[config.mk]
export PLATFORM = sky130hd
export DESIGN_NAME = gpio_bank_regs
export DESIGN_NICKNAME = d
export VERILOG_FILES = /design/src/rtl/gpio_bank_regs.sv
export SDC_FILE = /design/constraint.sdc
export NUM_CORES = 1
export LEC_CHECK = 0
export ABC_AREA = 1
export CORE_UTILIZATION = 30
export DETAILED_ROUTE_END_ITERATION = 7
export HOLD_SLACK_MARGIN = 0.15
export PLACE_DENSITY = 0.55
export SYNTH_ARGS = -nofsm -noshare
export SYNTH_HDL_FRONTEND = slang
export SYNTH_SLANG_ARGS = --single-unit
[constraint.sdc]
create_clock -name clk -period 5 [get_ports clk]
set_input_delay 1 -clock clk [delete_from_list [all_inputs] [get_ports clk]]
set_output_delay 1 -clock clk [all_outputs]
set_load 0.02 [all_outputs]
[src/rtl/gpio_bank_regs.sv]
module gpio_bank_regs #(
  parameter int          NUM_BANKS = 4,
  parameter int          BANK_WIDTH [NUM_BANKS] = '{32, 22, 32, 32},
  parameter logic [31:0] BANK0_OUT_ONLY = 32'h0000_0180,
  parameter int          ADDR_W = 12
) (
  input  logic                      clk,
  input  logic                      rst,
  input  logic [ADDR_W-1:0]         bus_addr,
  input  logic [31:0]               bus_wdata,
  input  logic                      bus_we,
  output logic [31:0]               bus_rdata,
  input  logic [32*NUM_BANKS-1:0]   pin_in,
  output logic [32*NUM_BANKS-1:0]   pin_out,
  output logic [32*NUM_BANKS-1:0]   pin_oe
);
  localparam int NPIN = 32 * NUM_BANKS;

  function automatic logic [31:0] width_mask(input int w);
    return (w >= 32) ? 32'hFFFF_FFFF : ((32'h1 << w) - 32'h1);
  endfunction

  logic [NPIN-1:0] sync1, sync2;
  logic [31:0]     rd_part [NUM_BANKS];

  always_ff @(posedge clk) begin
    if (rst) begin
      sync1 <= '0;
      sync2 <= '0;
    end else begin
      sync1 <= pin_in;
      sync2 <= sync1;
    end
  end

  for (genvar b = 0; b < NUM_BANKS; b++) begin : g_bank
    localparam logic [31:0] WM  = width_mask(BANK_WIDTH[b]);
    localparam logic [31:0] FIX = (b == 0) ? (BANK0_OUT_ONLY & WM) : 32'h0;
    localparam logic [ADDR_W-1:0] A_LO  = ADDR_W'(8 * b);
    localparam logic [ADDR_W-1:0] A_HI  = ADDR_W'(8 * b + 4);
    localparam logic [ADDR_W-1:0] A_IN  = ADDR_W'(32'h60 + 4 * b);
    localparam logic [ADDR_W-1:0] A_DIR = ADDR_W'(32'h204 + 32'h40 * b);
    localparam logic [ADDR_W-1:0] A_OE  = ADDR_W'(32'h208 + 32'h40 * b);

    logic [31:0] out_r, dir_r, oe_r;
    wire  [15:0] keep = bus_wdata[31:16];
    wire  [15:0] val  = bus_wdata[15:0] & ~keep;
    wire hit_lo  = bus_we && bus_addr == A_LO;
    wire hit_hi  = bus_we && bus_addr == A_HI;
    wire hit_dir = bus_we && bus_addr == A_DIR;
    wire hit_oe  = bus_we && bus_addr == A_OE;

    always_ff @(posedge clk) begin
      if (rst) begin
        out_r <= '0;
        dir_r <= FIX;
        oe_r  <= '0;
      end else begin
        if (hit_lo)  out_r <= ((out_r & {16'hFFFF, keep}) | {16'h0, val}) & WM;
        if (hit_hi)  out_r <= ((out_r & {keep, 16'hFFFF}) | {val, 16'h0}) & WM;
        if (hit_dir) dir_r <= (bus_wdata & WM) | FIX;
        if (hit_oe)  oe_r  <= bus_wdata & WM;
      end
    end

    assign pin_out[32*b +: 32] = out_r;
    assign pin_oe[32*b +: 32]  = dir_r & oe_r;

    assign rd_part[b] = (bus_addr == A_IN)  ? (sync2[32*b +: 32] & WM) :
                        (bus_addr == A_DIR) ? dir_r :
                        (bus_addr == A_OE)  ? oe_r  : 32'h0;

    assert_lo_keep_R2: assert property (@(posedge clk) disable iff (rst)
      (hit_lo && keep == 16'hFFFF) |=> $stable(pin_out[32*b +: 16]));
    assert_hi_keep_R3: assert property (@(posedge clk) disable iff (rst)
      (hit_hi && keep == 16'hFFFF) |=> $stable(pin_out[32*b+16 +: 16]));
    assert_masked_read_zero_R4: assert property (@(posedge clk) disable iff (rst)
      (bus_addr == A_LO || bus_addr == A_HI) |-> bus_rdata == 32'h0);
    assert_above_width_zero_R8: assert property (@(posedge clk) disable iff (rst)
      (bus_addr == A_DIR || bus_addr == A_OE || bus_addr == A_IN) |-> (bus_rdata & ~WM) == 32'h0);
    if (b == 0) begin : g_fix
      assert_fixed_dir_R9: assert property (@(posedge clk) disable iff (rst)
        (bus_addr == A_DIR) |-> (bus_rdata & FIX) == FIX);
    end
  end

  always_comb begin
    bus_rdata = '0;
    for (int i = 0; i < NUM_BANKS; i++) bus_rdata = bus_rdata | rd_part[i];
  end

  assert_reset_clears_R1: assert property (@(posedge clk)
    $fell(rst) |-> (pin_oe == '0 && pin_out == '0));
endmodule

=== Word-level counts from Yosys, hierarchy flattened ===
Index checks and enable logic that the tools add are counted.

* Multiplexer cells: 20
* Bitwise logic cells: 25
* Equal/unequal tests: 19
* Reduce and logical (&&, ||, !) cells: 21

{| class="wikitable"
|+ Operator list
! operator !! count
|-
| 32-bit 2-to-1 mux || 15
|-
| 32-bit bitwise AND || 9
|-
| 32-bit bitwise OR || 5
|-
| 22-bit 2-to-1 mux || 5
|-
| 12-bit by 10-bit == test with 1-bit output, second input constant || 8
|-
| 32-bit by 16-bit bitwise OR with 32-bit output || 3
|-
| 22-bit bitwise AND || 3
|-
| 12-bit by 5-bit == test with 1-bit output, second input constant || 4
|-
| 12-bit by 7-bit == test with 1-bit output, second input constant || 4
|-
| 32-bit by 22-bit bitwise OR with 32-bit output || 1
|-
| 12-bit by 4-bit == test with 1-bit output, second input constant || 2
|-
| 22-bit by 16-bit bitwise OR with 22-bit output || 1
|-
| 22-bit bitwise OR || 1
|-
| 16-bit bitwise AND || 1
|-
| 1-bit logical AND || 16
|-
| 16-bit inverter || 1
|-
| 12-bit by 3-bit == test with 1-bit output, second input constant || 1
|-
| 12-bit zero test || 1
|-
| 2-bit nonzero test || 4
|}

* Word-level logic and storage cells: 99
* Flip-flop bits (word level): 608
* Input bits: 175
* Output and inout bits: 288

=== Logic depth before layout (Yosys ltp) ===
Gate-level depths: netlist of the first run.

* Depth in word-level cells: 7
* Depth in mapped cells: 12
* Depth with buffers taken out: 10

=== Worst setup path before layout of the first run ===
No wires, ideal clock.

* Kind: input-to-output
* Start point: in bus_addr[1]
* End point: out bus_rdata[20]
* Arrival time: 2.235 ns
* Required time: 4.000 ns
* Path buffers: 2
* Setup slack: 1.765 ns
* Stages: 9
* Cell sequence: nor2_1 -> nand2_2 -> nor2_8 -> buf_2 -> buf_2 -> nand3_1 -> nand2_1 -> nor2_1 -> nand3_1

* Cells in the longest elaborated chain, start to end: 7

{| class="wikitable"
|+ RTL lines
! what !! RTL line !! text
|-
| start: declaration || 9 || <nowiki>input logic [ADDR_W-1:0] bus_addr,</nowiki>
|-
| 12-bit by 10-bit == test with 1-bit output || 71 || <nowiki>(bus_addr == A_OE) ? oe_r : 32'h0;</nowiki>
|-
| 32-bit 2-to-1 mux or 22-bit 2-to-1 mux (tied branches) || 71 ||
|-
| 32-bit 2-to-1 mux or 22-bit 2-to-1 mux (tied branches) || 70 || <nowiki>(bus_addr == A_DIR) ? dir_r :</nowiki>
|-
| 32-bit 2-to-1 mux or 22-bit 2-to-1 mux (tied branches) || 69 || <nowiki>assign rd_part[b] = (bus_addr == A_IN) ? (sync2[32*b +: 32] & WM) :</nowiki>
|-
| 32-bit by 22-bit bitwise OR with 32-bit output || 89 || <nowiki>for (int i = 0; i < NUM_BANKS; i++) bus_rdata = bus_rdata | rd_part[i];</nowiki>
|-
| 32-bit bitwise OR || 89 ||
|-
| 32-bit bitwise OR (*) || 89 ||
|-
| end: declaration || 12 || <nowiki>output logic [31:0] bus_rdata,</nowiki>
|}

Mark *: on every way between the ends. The rest lies on a longest branch, timed or not.

=== Worst setup path in the final report of the first run ===
* Start point: in bus_addr[6]
* End point: out bus_rdata[27]

* Cells in the longest elaborated chain, start to end: 7

{| class="wikitable"
|+ RTL lines
! what !! RTL line
|-
| 12-bit by 10-bit == test with 1-bit output || 71
|-
| 32-bit 2-to-1 mux || 71
|-
| 32-bit 2-to-1 mux || 70
|-
| 32-bit 2-to-1 mux || 69
|-
| 32-bit by 22-bit bitwise OR with 32-bit output || 89
|-
| 32-bit bitwise OR || 89
|-
| 32-bit bitwise OR (*) || 89
|}

Marks and branches as above.

==> results of run 1 <==
kinds of logic after synthesis:
family / after synthesis / synth area share
other: 1 / 0.0001580
AND/OR/NAND/NOR: 1336 / 0.2440
buffers and inverters: 761 / 0.1292
AO/OA/AOI/OAI: 617 / 0.1307
flip-flops: 588 / 0.4959
metrics by stage:
stage / cell area [um^2] / utilization / hold slack, ns / worst slack, ns / total power, mW
finish: 31160 / 0.4003 / 0.3952 / 0.4085 / 10.18
CTS: 31150 / 0.4002 / 0.3977 / 0.3877 / 10.31
floorplan: 23810 / - / 0.3883 / 1.765 / 5.130
global route: 31160 / 0.4003 / 0.4110 / 0.2287 / 10.53
global placement: 28950 / 0.3719 / 0.3901 / 0.4032 / 5.393
detailed placement: 28950 / 0.3719 / 0.3916 / 0.3975 / 5.393
how the worst min path moves through the flow:
| stage | from | to | slack, ns |
|---|---|---|---|
| final | sync1[86] | sync2[86] | 0.40 |
| after global routing | sync1[87] | sync2[87] | 0.41 |
| after CTS | sync1[114] | sync2[114] | 0.40 |
| after detailed placement | sync1[114] | sync2[114] | 0.39 |
| after global placement | sync1[41] | sync2[41] | 0.39 |
| after floorplan | sync1[0] | sync2[0] | 0.39 |
worst max-delay path: cells and delay by family:
family | cells | cell delay (ns)
buffers and inverters | 3 | 1.18
and+or+nand+nor | 7 | 1.40
routing by layer:
| metal | global-route usage | up-vias |
|---|---|---|
| li1 | - | 11033 |
| met1 | 0.2881 | 10132 |
| met2 | 0.3449 | 766 |
| met3 | 0.04050 | 129 |
| met4 | 0.08784 | 6 |
| met5 | 0 | - |
state kept, by name, summed over array words and instances, names as in the netlist:
name          flops
sync1           118
sync2           118
g_bank.out_r    118
g_bank.oe_r     118
g_bank.dir_r    116
cell type report:
type	instances	area (um^2)	share of cell area
tap	1040	1301	0.04176
sequential	588	11770	0.3778
clock inverter	20	193.9	0.006224
clock buffer	101	2006	0.06437
multi-input combinational	1973	9000	0.2888
inverter	537	2021	0.06485
timing repair buffer	490	4860	0.1560
antenna	3	7.507	0.0002409
power breakdown:
| group | switching, mW | internal [mW] |
|---|---|---|
| registers | 0.0233 | 4.77 |
| logic | 0.315 | 0.174 |
| clock network | 2.00 | 2.89 |
layout by cell type (no fill, tap or decap), types with 11 or more instances in the layout:
| cell type | instances |
|---|---|
| a21oi_1 | 281 |
| clkdlybuf4s50_1 | 414 |
| clkinv_1 | 12 |
| dfxtp_1 | 588 |
| buf_12 | 11 |
| inv_1 | 515 |
| or2_2 | 11 |
| conb_1 | 20 |
| clkbuf_16 | 68 |
| nand4_1 | 58 |
| nor2_1 | 447 |
| nor3b_1 | 16 |
| clkbuf_1 | 15 |
| o21ai_1 | 23 |
| nand2_1 | 469 |
| clkinv_2 | 12 |
| nand3_1 | 258 |
| o21ai_0 | 307 |
| nor3_1 | 43 |
| buf_4 | 64 |
| clkbuf_8 | 18 |
==> results_dict.tcl, run 1 <==
set metrics [dict create \
    route.detailed.drc 0 \
    crit_path_start_kind "primary input" \
    crit_end "bus_rdata[27]" \
    clock_sinks 588 \
    die-area_mm2 0.08025 \
    yosys-top-cells-area "dfxtp_1 50%, inv_1 8.2%, nand2_1 7.4%" \
    clkLatencyLatePin_ns 0.59 \
    cp_slowest_stage_delay_ns 0.62 \
    synthCells 3303 \
    min_path_type "flop to flop" \
    synth_most_common_cell "dfxtp_1" \
    ys_seq_elements 588 \
    min_period_ns 4.592 \
    die_h_um 283.3 \
    area_delta_synth_final_pct 31.28 \
    cts-htree-levels 3 \
    post-route-period-util 0.9183 \
    drv_slew 0 \
    crit_arrival_ns 3.59 \
    port_buffers 432 \
    clockBufferDepth 3 \
    wire_per_inst_um 18.89 \
    reg2reg_to "g_bank[0].out_r[26]" \
    cpMostUsedCell "nand2_1" \
    antenna_found_initial 7 \
    io_pins 463 \
    layout.nets 3831 \
    drive_above_1_share 0.06309 \
    grt_max_degree 144 \
    cts_buffers 66 \
    synth-seq-area-share 0.4959 \
    cts.repair.resized 0 \
    num_vias 22066 \
    met2_length_um 40990 \
    power_density_mw_per_mm2 326.6 \
    start_util 0.3049 \
    reg2reg_slack_ns 4.22 \
    slowest_stage "clkdlybuf4s50_1" \
    syn_area_mm2 0.02374 \
    synth_common_cells "588 x dfxtp_1, 516 x inv_1, 469 x nand2_1, 453 x nor2_1, 307 x o21ai_0" \
    crit_start "bus_addr[6]" \
    post_cts_buffers 0 \
    postRouteWirelength_um 89790 \
    grt_usage 0.2169 \
    final_cells 4752 \
    fillers 8218 \
    yosysTopAreaCell "dfxtp_1" \
    setup_violations 0 \
    grt_pass1_vias 19960 \
    core_mm2 0.07785 \
    overflow 0 \
    cp_cell_sequence "clkdlybuf4s50_1, inv_1, nor2_1, nand2_1, nor2_4, nand2_1, or2_2, nand2_1, nand3_1, clkdlybuf4s50_1" \
    ant_nets 0 \
    path_class "primary input to output pin" \
    synth_edf_count 0 \
    dp.final_hpwl_um 65160 \
    yosysTopAreaCellShare 0.4959 \
    r2r_start "g_bank[0].out_r[26]" \
    hold_path_depth 2 \
    avgSynthCellArea_um2 7.186 \
    relSlewSlack 0.3114 \
    dieWidth_um 283.3 \
    yosys_warnings 0 \
    worst_pin_slew_ns 1.030 \
    max_freq_mhz 217.8 \
    highest_layer "met5" \
    grt_pass1_wl_um 131600 \
    hold_violations 0 \
    ff2ff_path_depth 4 \
    cellLeakagePower_nw 14.18 \
    peakVddDrop_mv 0.2222 \
    skew_ns 0.01286 \
    row_count 102 \
    clockRootBuffer "clkbuf_16" \
    yosysUniqueCellTypes 31 \
    cap_violations 0 \
    dpl.cell_count 4628 \
    place_congestion 0.8625 \
    ctsHoldBuffers 0 \
    drt_first_iter_violations 1771 \
    viasPerCell 4.644 \
    end_kind "output pin" \
    cts_tree "yes" \
    asyncSetResetFlopFracSynth 0 \
    synth_flop_cell "dfxtp_1" \
    finalSetupTns_ns 0 \
    rsz0062_at_grt "no" \
    worstPathRequired_ns 4.00 \
    crit_fanout 10 \
    dr.pass1.iters 5 \
    routed-wl-met3_um 6062 \
    path_clk_slew_ns 0.06 \
    outcome "finished clean" \
    wl_met1_um 39600 \
]
Note: power is estimated with default switching activity, not from simulation.
==> inputs of run 2 (changes only) <==
SLEW_MARGIN = 40   (was unset)
==> run 2 against run 1 <==
  * Critical path depth up 1
  * Critical path type unchanged
  * Wire length down 0.25%
  * Fmax down 0.19%
  * Largest power group is now sequential cells
  * Worst setup slack worse by 0.0088 ns
  * Utilization down 0.14 points
  * Clock power down 4.5%
  * Sequential cell count unchanged
==> results_dict.tcl, run 2 (synthesis gave the netlist of run 1 again) <==
set metrics [dict create \
    grt_max_degree 144 \
    place_congestion 0.8625 \
    ff2ff_path_depth 4 \
    port_buffers 432 \
    cp_slowest_stage_delay_ns 0.52 \
    finalSetupTns_ns 0 \
    ant_nets 0 \
    cellLeakagePower_nw 14.12 \
    grtUsageMet1 0.2899 \
    worstPathRequired_ns 4.00 \
    worst-path-buf-inv 5 \
    ctsHoldBuffers 0 \
    cts_tree "yes" \
    r2r_start "g_bank[0].out_r[26]" \
    p_total_mw 9.958 \
    cts.repair.resized 0 \
    path_depth 11 \
    fillers 8157 \
    io_pins 463 \
    wire_per_inst_um 18.86 \
    met3_usage 0.03382 \
    min_path_type "flop to flop" \
    core_mm2 0.07785 \
    relSlewSlack 0.4870 \
    final_cell_mix "588 x dfxtp_1, 515 x inv_1, 469 x nand2_1" \
    cp_cell_sequence "clkdlybuf4s50_1, inv_2, nor2_1, nand2_2, inv_2, buf_4, nand2_1, nor2_1, nor2_1, nand3_1, buf_4" \
    setup_violations 0 \
    overflow 0 \
    reg2reg_slack_ns 4.21 \
    grt_pass1_vias 19915 \
    post_cts_buffers 0 \
    max_freq_mhz 217.4 \
    multi_input_area_mm2 0.009000 \
    use_met2 0.3456 \
    crit_fanout 31 \
    cap_violations 0 \
    layout_commonest_cell "dfxtp_1" \
    area_delta_synth_final_pct 30.82 \
    cts_buffers 61 \
    pwr-share-comb 0.049 \
    clockBufferDepth 3 \
    setup_ws_ns 0.3996 \
    grt_pass1_wl_um 130700 \
    path_class "primary input to output pin" \
    utilization 0.3988 \
    rsz0062_at_grt "no" \
    crit_end "bus_rdata[3]" \
    row_count 102 \
    clock_sinks 588 \
    cts-htree-levels 2 \
    crit_path_start_kind "primary input" \
    cpMostUsedCell "nor2_1" \
    crit_arrival_ns 3.60 \
    dr.pass1.iters 5 \
    route.detailed.drc 0 \
    seq_area_mm2 0.01177 \
    min_period_ns 4.600 \
    start_util 0.3049 \
    slowest_stage "clkdlybuf4s50_1" \
    busiest_layer "met2" \
    hold_violations 0 \
    drv_slew 0 \
    die-area_mm2 0.08025 \
    worst_pin_slew_ns 0.7686 \
    clkLatencyLatePin_ns 0.63 \
    reg2reg_to "g_bank[0].out_r[26]" \
    skew_ns 0.02043 \
    path_clk_slew_ns 0.06 \
    pre_cts_ws_ns 0.3920 \
    grt_usage 0.2157 \
    dp.final_hpwl_um 65320 \
    power_density_mw_per_mm2 320.7 \
    pwr-share-seq 0.482 \
    postRouteWirelength_um 89570 \
    crit_start "bus_addr[2]" \
    end_kind "output pin" \
    layout.nets 3828 \
    dieWidth_um 283.3 \
    drive_above_1_share 0.06397 \
    swShare 0.2338 \
    clockRootBuffer "clkbuf_16" \
    peakVddDrop_mv 0.2734 \
    internal-power_mw 7.629 \
    switchingPower_mw 2.328 \
    post-route-period-util 0.9201 \
    outcome "finished clean" \
    viasPerCell 4.643 \
    drt_first_iter_violations 1921 \
    num_vias 22043 \
    die_h_um 283.3 \
    clkPwrFrac 0.469 \
    cp_top_family "buffers and inverters" \
    antenna_found_initial 8 \
]
run 2: cell count changes in the layout (fill, tap and decap cells not counted):
cell / before / now
buf_4: 64 / 63
buf_6: 0 / 1
buf_8: 1 / 3
bufinv_16: 2 / 5
clkbuf_1: 15 / 8
clkbuf_16: 68 / 61
clkbuf_8: 18 / 12
clkinv_2: 12 / 21
clkinv_8: 1 / 0
clkinvlp_4: 0 / 4
inv_6: 4 / 3
run 2: how the worst min path moves through the flow:
stage / startpoint / to / slack, ns / depth (start not counted)
after floorplan: sync1[0] / sync2[0] / 0.39 / 2
after global placement: sync1[41] / sync2[41] / 0.39 / 2
after CTS: sync1[21] / sync2[21] / 0.38 / 2
after global routing: sync1[21] / sync2[21] / 0.40 / 2
after detailed placement: sync1[114] / sync2[114] / 0.39 / 2
final: sync1[21] / sync2[21] / 0.38 / 2
run 2: tightest hold or removal path: stages (launching register included):
cell and delay (ns):
dfxtp_1 0.30, inv_1 0.04, nor2_1 0.03
run 2: cell type report:
class	instances	share of cell area
flip-flops and latches	588	0.3791
repair buffers	492	0.1576
well taps	1040	0.04191
inverters	537	0.06516
diodes	3	0.0002418
multi-input cells	1973	0.2899
clock inverters	34	0.01068
clock buffers	81	0.05545
run 2: power groups by stage:
stage | Combinational, mW | Sequential (mW) | Clock [mW]
floorplan | 0.237 | 4.89 | 0
global placement | 0.492 | 4.90 | 0
detailed placement | 0.492 | 4.90 | 0
CTS | 0.493 | 4.80 | 4.77
global route | 0.532 | 4.80 | 4.94
finish | 0.489 | 4.80 | 4.67
run 2: metrics by stage:
| stage | hold slack (ns) | cell area [um^2] | cells |
|---|---|---|---|
| finish | 0.3828 | 31050 | 4748 |
| global route | 0.4013 | 31050 | 4748 |
| CTS | 0.3816 | 31040 | 4745 |
| detailed placement | 0.3916 | 28990 | 4630 |
| global placement | 0.3901 | 28950 | 4628 |
| floorplan | 0.3883 | 23810 | 3322 |
run 2: per-layer routing:
metal | wire (um) | vias to the layer above
li1 | - | 11017
met4 | 3412 | 6
met5 | 43 | -
met3 | 5514 | 152
met2 | 40710 | 775
met1 | 39890 | 10093
